$ cat src/rtl/train_sched_pkg.sv
package train_sched_pkg;
    typedef enum logic [1:0] {
        S_IDLE   = 2'd0,
        S_PEND   = 2'd1,
        S_BURST  = 2'd2,
        S_FORCED = 2'd3
    } sched_state_t;
endpackage

$ cat src/rtl/train_interval_timer.sv
module train_interval_timer #(
    parameter int INT_W = 16
) (
    input  logic             clk,
    input  logic             rst_n,
    input  logic             data_cycle,
    input  logic [INT_W-1:0] interval,
    output logic             tick
);
    localparam logic [INT_W-1:0] ONE = INT_W'(1);

    logic [INT_W-1:0] cnt;
    logic             enabled;
    logic             at_end;

    assign enabled = (interval != '0);
    assign at_end  = enabled && (cnt >= interval - ONE);
    assign tick    = data_cycle && at_end;

    always_ff @(posedge clk) begin
        if (!rst_n) begin
            cnt <= '0;
        end else if (!enabled) begin
            cnt <= '0;
        end else if (data_cycle) begin
            if (at_end) cnt <= '0;
            else        cnt <= cnt + ONE;
        end
    end


    off_idle_chk: assert property (@(posedge clk) disable iff (!rst_n)
        (interval == '0) |=> (cnt == '0));


    hold_chk: assert property (@(posedge clk) disable iff (!rst_n)
        (!data_cycle && enabled && $stable(interval)) |=> $stable(cnt));
endmodule

$ cat src/rtl/train_rep_counter.sv
module train_rep_counter #(
    parameter int REP_W = 8
) (
    input  logic             clk,
    input  logic             rst_n,
    input  logic             load,
    input  logic [REP_W-1:0] load_val,
    input  logic             dec,
    output logic             last
);
    localparam logic [REP_W-1:0] ONE = REP_W'(1);

    logic [REP_W-1:0] remaining;

    assign last = (remaining == ONE);

    always_ff @(posedge clk) begin
        if (!rst_n) begin
            remaining <= '0;
        end else if (load) begin
            remaining <= load_val;
        end else if (dec && remaining != '0) begin
            remaining <= remaining - ONE;
        end
    end


    load_nonzero_chk: assert property (@(posedge clk) disable iff (!rst_n)
        load |-> (load_val != '0));
endmodule

$ cat src/rtl/train_sched.sv
module train_sched
    import train_sched_pkg::*;
#(
    parameter int INT_W = 16,
    parameter int REP_W = 8
) (
    input  logic             clk,
    input  logic             rst_n,
    input  logic             data_cycle,
    input  logic [INT_W-1:0] interval_cfg,
    input  logic [REP_W-1:0] reps_cfg,
    input  logic             force_train,
    input  logic             burst_boundary,
    input  logic             seq_done,
    output logic             train_req,
    output logic             seq_mark
);
    sched_state_t state, nxt;
    logic tick, last, load, busy;

    train_interval_timer #(.INT_W(INT_W)) u_timer (
        .clk        (clk),
        .rst_n      (rst_n),
        .data_cycle (data_cycle),
        .interval   (interval_cfg),
        .tick       (tick)
    );

    train_rep_counter #(.REP_W(REP_W)) u_reps (
        .clk      (clk),
        .rst_n    (rst_n),
        .load     (load),
        .load_val (reps_cfg),
        .dec      (seq_done && state == S_BURST),
        .last     (last)
    );

    assign busy = (state == S_BURST) || (state == S_FORCED);

    always_comb begin
        nxt  = state;
        load = 1'b0;
        unique case (state)
            S_IDLE: begin
                if (force_train)                    nxt = S_FORCED;
                else if (tick && reps_cfg != '0)    nxt = S_PEND;
            end
            S_PEND: begin
                if (force_train) begin
                    nxt = S_FORCED;
                end else if (burst_boundary && reps_cfg != '0) begin
                    nxt  = S_BURST;
                    load = 1'b1;
                end else if (reps_cfg == '0) begin
                    nxt = S_IDLE;
                end
            end
            S_BURST: begin
                if (force_train)            nxt = S_FORCED;
                else if (seq_done && last)  nxt = S_IDLE;
            end
            S_FORCED: begin
                if (!force_train)           nxt = S_IDLE;
            end
            default: nxt = S_IDLE;
        endcase
    end

    always_ff @(posedge clk) begin
        if (!rst_n) state <= S_IDLE;
        else        state <= nxt;
    end

    always_ff @(posedge clk) begin
        if (!rst_n) begin
            train_req <= 1'b0;
            seq_mark  <= 1'b0;
        end else begin
            train_req <= (nxt == S_BURST) || (nxt == S_FORCED);
            seq_mark  <= seq_done && busy;
        end
    end


    force_hold_chk: assert property (@(posedge clk) disable iff (!rst_n)
        force_train |=> train_req);


    force_release_chk: assert property (@(posedge clk) disable iff (!rst_n)
        (state == S_FORCED && !force_train) |=> !train_req);


    mark_src_chk: assert property (@(posedge clk) disable iff (!rst_n)
        (!seq_done || !train_req) |=> !seq_mark);


    pend_wait_chk: assert property (@(posedge clk) disable iff (!rst_n)
        (state == S_PEND && !burst_boundary && !force_train && reps_cfg != '0)
            |=> (state == S_PEND && !train_req));
endmodule

$ cat config.mk
export PLATFORM = sky130hd
export DESIGN_NAME = train_sched
export DESIGN_NICKNAME = d
export VERILOG_FILES = /design/src/rtl/train_sched_pkg.sv /design/src/rtl/train_interval_timer.sv /design/src/rtl/train_rep_counter.sv /design/src/rtl/train_sched.sv
export SDC_FILE = /design/constraint.sdc
export NUM_CORES = 1
export LEC_CHECK = 0
export BUFFER_PORTS_ARGS = -buffer_cell sky130_fd_sc_hd__buf_2
export CORE_MARGIN = 2
export CORE_UTILIZATION = 53
export CTS_BUF_LIST = sky130_fd_sc_hd__clkbuf_4
export CTS_CLUSTER_SIZE = 14
export DETAILED_ROUTE_END_ITERATION = 8
export PLACE_DENSITY = 0.84
export SKIP_CTS_REPAIR_TIMING = 1
export SLEW_MARGIN = 20
export SYNTH_ARGS = -nofsm -noshare
export SYNTH_HDL_FRONTEND = slang
export SYNTH_SLANG_ARGS = --single-unit
$ cat constraint.sdc
create_clock -name clk -period 3.53 [get_ports clk]
set_input_delay 0.5295 -clock clk [delete_from_list [all_inputs] [get_ports clk]]
set_output_delay 0.5295 -clock clk [all_outputs]
set_load 0.005 [all_outputs]
**After elaboration in Yosys (flattened, before gate mapping)**

Index checks and enable logic that the tools add are counted.

- Input bits: 30
- Word-level logic and storage cells: 47
- Output and inout port bits: 2
- Register bits: 28

- Mux-type cells: 15
- Equality and inequality tests: 6
- Magnitude comparators: 1
- Add/sub/neg operators: 3
- Reductions and logical operators: 17

Operator list:

| cell | count |
|---|---|
| $add 16x1->16 const B | 1 |
| $ge 16x16->1 | 1 |
| $mux 16 | 1 |
| $mux 2 | 8 |
| $mux 8 | 2 |
| $reduce_bool 16->1 | 1 |
| $reduce_bool 8->1 | 2 |
| $sub 16x1->16 const B | 1 |
| $eq 2x2->1 const B | 4 |
| $eq 8x1->1 const B | 1 |
| $logic_and 1x1->1 | 8 |
| $logic_not 8->1 | 1 |
| $pmux 2 s4 | 1 |
| $sub 8x1->8 const B | 1 |
| $mux 1 | 3 |
| $eq 2x1->1 const B | 1 |
| $logic_not 2->1 | 1 |
| $logic_or 1x1->1 | 2 |
| $reduce_and 2->1 | 1 |
| $reduce_bool 2->1 | 1 |

**Depth between registers and ports, before layout**

- Depth after elaboration: 10
- Depth in mapped cells: 14
- Mapped depth without buffers: 13

**Cells and area by module**

A second synthesis with hierarchy kept.

- Cell total of the unflattened synthesis: 244
- Area total of the unflattened synthesis: 2122.0 um^2

By module, submodules not included:

| module | instances | cells each | seq. area each (um^2) | area each (um^2) |
|---|---|---|---|---|
| train_interval_timer | 1 | 165 | 320.3 | 1445.1 |
| train_rep_counter | 1 | 59 | 160.2 | 513.0 |
| train_sched | 1 | 20 | 60.1 | 163.9 |

**Least setup slack after synthesis**

Ideal clock, no wire load.

- Path type: input -> register
- Start: in interval_cfg[0]
- End: reg u_timer.cnt[5]
- Data arrival time: 3.315 ns
- Stages: 14
- Path buffers: 1
- Slack: 0.100 ns
- Library setup time: 0.115 ns
- Cell sequence: nor3_1 nor3b_1 nand2_1 nor3_1 nand2_1 xor2_1 ha_1 and4_1 o211ai_1 or4_1 and3_4 o211ai_4 buf_6 nor2_1

- Cells in the longest elaborated chain, start to end: 4
- Elaborated cells between the ends (all ways): 6
- Classes of those cells: add/sub: 1; order compare: 1; mux: 1; reduce/logical: 3

Ends and longest elaborated chain:

| item | RTL line | source |
|---|---|---|
| start: declaration | train_sched.sv:10 | `input logic [INT_W-1:0] interval_cfg,` |
| $sub 16x1->16 | train_interval_timer.sv:17 | `assign at_end = enabled && (cnt >= interval - ONE);` |
| $ge 16x16->1 | train_interval_timer.sv:17 |  |
| $logic_and 1x1->1 | train_interval_timer.sv:17 |  |
| $mux 16 | train_interval_timer.sv:26 | `if (at_end) cnt <= '0;` |
| end signal: assignment | train_interval_timer.sv:27 | `else cnt <= cnt + ONE;` |
| end: declaration | train_interval_timer.sv:12 | `logic [INT_W-1:0] cnt;` |

Parallel ways exist; a longest one is shown, timed or not.
A chain may end at the register's enable or synchronous reset.

**Worst setup path in the final report**

- Start: in interval_cfg[0]
- End: reg state[0]

- Cells in the longest elaborated chain, start to end: 8
- Elaborated cells between the ends (all ways): 9
- Classes of those cells: add/sub: 1; order compare: 1; mux: 3; reduce/logical: 4

Ends and longest elaborated chain:

| item | RTL line | source |
|---|---|---|
| $sub 16x1->16 | train_interval_timer.sv:17 |  |
| $ge 16x16->1 | train_interval_timer.sv:17 |  |
| $logic_and 1x1->1 (*) | train_interval_timer.sv:17 |  |
| $logic_and 1x1->1 (*) | train_interval_timer.sv:18 | `assign tick = data_cycle && at_end;` |
| $logic_and 1x1->1 (*) | train_sched.sv:46 | `else if (tick && reps_cfg != '0) nxt = S_PEND;` |
| $mux 2 (*) | train_sched.sv:46 |  |
| $mux 2 (*) | train_sched.sv:45 | `if (force_train) nxt = S_FORCED;` |
| $pmux 2 s4 (*) | train_sched.sv:43 | `unique case (state)` |
| end signal: assignment | train_sched.sv:71 | `else state <= nxt;` |
| end: declaration | train_sched.sv:18 | `sched_state_t state, nxt;` |

Every way passes the cells marked *; elsewhere a longest branch is shown, timed or not.

==> run_results.csv <==
group,metric,value,unit
outcome,outcome,"completed",
routing,drt_iter0_drc,99,
cells_and_area,diodes,0,
clocking,insertion_delay,0.32,ns
grt,grt_pass1_wl,7.34,mm
clocking,cts-root-buf,"clkbuf_4",
clocking,cts_made_buffers,3,
logic_synthesis,ys_types,42,
floorplanning,row_count,21,
cells_and_area,area_growth,15.3,%
logic_synthesis,synth_seq_area_share,0.289,
clocking,cts_num_sinks,28,
cells_and_area,layout-drive-gt1-share,0.192,
clocking,clkTransAtPathRegs,0.14,ns
timing,whs,0.472,ns
timing,clock_skew,0.00670,ns
place,hpwl,3.39,mm
routing,routed_wl,4.07,mm
logic_synthesis,synthTopCellsByArea,"dfxtp_1 (29%), ha_1 (13%), xnor2_1 (8.1%), xor2_1 (6.8%), nor2_1 (5.8%)",
flow_run,maxCapViolCount,0,
place,place_area,2200,um2
hold_path,hold_start,"reps_cfg[4]",
power,power_density,273,nW/um2
routing,drc,0,
logic_synthesis,ys_seq_elements,28,
clocking,clk_path_buf_depth,2,
cells_and_area,fill_cells,298,
place,gp_congestion,0.854,
timing,finalHoldViolCount,0,
setup_path,crit_required,3.80,ns
routing,wl_per_cell,12.6,um
setup_path,r2r-start,"u_timer.cnt[0]",
clocking,cts_tree,"done",
hold_path,hp-class,"in -> reg",
logic_synthesis,synthesis.area,1940,um2
routing,vias,1770,
routing,first_pass_iters,4,
logic_synthesis,yosysTopAreaCell,"dfxtp_1",
grt,grt_max_degree,16,
timing,rsz0062_at_grt,"false",
routing,final_antenna_net_count,0,
timing,finalMaxSlewViolations,0,
cells_and_area,final_area,2230,um2
cells_and_area,nets,327,
logic_synthesis,synth_commonest_cells,"nor2_1 (30), dfxtp_1 (28), nand2_1 (25), ha_1 (20), xnor2_1 (18)",
floorplanning,dieArea,4150,um2
clocking,cts_max_level,1,
timing,fmax,300,MHz
timing,setup_violations,0,
timing,slew_headroom,0.484,
logic_synthesis,synth_area_per_cell,8.24,um2
timing,finalWorstPathRequiredPeriod,3.34,ns
routing,viasPerCell,5.50,
logic_synthesis,synth_top_area_share,0.289,
grt,grt_pass1_vias,1711,
grt,track_usage,0.216,
power,p_total,609,uW
timing,min_period_over_period,0.946,
power,peakVddDrop,0.000244,V
setup_path,crit_fanout,3,
logic_synthesis,yosysMostFrequentCell,"nor2_1",
logic_synthesis,yosysWarnings,0,
setup_path,cp-start-kind,"input port",
setup_path,worstSetupPathType,"in -> reg",
floorplanning,die_h,64.5,um
place,numPortBuffers,31,
setup_path,crit_path_start,"interval_cfg[0]",
logic_synthesis,synth_ff_type,"dfxtp_1",
floorplanning,die_w,64.5,um
logic_synthesis,synth-edff-count,0,
setup_path,cp.arrival,3.61,ns
logic_synthesis,syn_nets,285,
grt,grt_remaining_overflow,0,
power,p_leak,0.000922,uW
grt,antenna_found_initial,0,
timing,tightest_slew,0.767,ns
setup_path,crit_path_end_kind,"flop",
logic_synthesis,ys_async_sr_fraction,0,
floorplanning,core,3420,um2
timing,final.setup.tns,0,ns
logic_synthesis,synth_cells,235,
floorplanning,start_util,0.567,
floorplanning,ios,32,
==> cells by family after synthesis <==
kind of cell,after synthesis,synth area share
simple gates,104,0.278
compound gates,39,0.129
xor+xnor,33,0.149
flops,28,0.289
fa+ha+maj,20,0.129
buf+inv,11,0.0252
==> cell type report <==
class / instances / area [um2] / share of cell area
multi-input combinational: 196 / 1330 / 0.597
sequential: 28 / 561 / 0.251
timing repair buffer: 41 / 230 / 0.103
tap: 46 / 57.6 / 0.0258
inverter: 7 / 26.3 / 0.0118
clock buffer: 3 / 22.5 / 0.0101
clock inverter: 1 / 3.75 / 0.00168
==> power by group <==
group | internal (uW) | switching [uW] | total [uW] | leakage (uW)
registers | 330 | 14.9 | 344 | 0.000228
clock network | 41.5 | 88.6 | 130 | 0.0000154
logic | 62.8 | 71.5 | 134 | 0.000680
==> layer usage <==
layer | GRT usage | share of wire
met2 | 0.368 | 0.48
met4 | 0.0266 | 0.0042
met5 | 0 | 0
met1 | 0.294 | 0.48
met3 | 0.0382 | 0.033
==> registers in the layout, indices dropped and copies added (netlist names) <==
| register | cells |
|---|---|
| train_req | 1 |
| seq_mark | 1 |
| state | 2 |
| u_timer.cnt | 16 |
| u_reps.remaining | 8 |
==> cells in the final DEF (no fill, tap or decap), types with 3 or more instances in the layout <==
cell type	n
a21oi_1	16
and3_1	3
buf_2	31
buf_4	10
clkbuf_4	3
dfxtp_1	28
ha_1	20
inv_1	7
nand2_1	25
nand3_1	6
nand4_1	6
nor2_1	30
nor3_1	9
nor4_1	5
o21a_1	3
o21ai_0	9
xnor2_1	18
xor2_1	15
==> stage by stage <==
stage / util / instances / setup slack (ns)
2_1_floorplan: - / 235 / 0.0999
3_3_place_gp: 0.645 / 318 / -0.0461
3_5_place_dp: 0.645 / 318 / -0.235
4_1_cts: 0.652 / 322 / 0.0979
5_1_grt: 0.654 / 322 / 0.0248
6_report: 0.654 / 322 / 0.191
==> critical path: stages <==
cell      delay (ns)
buf_2           0.10
nor3_1          0.29
nor3b_2         0.26
nand2_1         0.12
nor3_1          0.30
nand2_1         0.11
xor2_1          0.16
ha_1            0.29
and4_1          0.24
o211ai_1        0.10
or4_1           0.41
and3_4          0.22
or3b_1          0.34
a21oi_1         0.13
==> worst paths after layout <==
path / end / slack, ns / depth (start not counted)
worst max register to register: state[0] / 1.25 / 8
worst max-delay path: state[0] / 0.19 / 14
worst min-delay path: u_reps.remaining[4] / 0.47 / 2
worst min register to register: u_reps.remaining[6] / 0.54 / 2
Power figures use the tool's default switching activity.
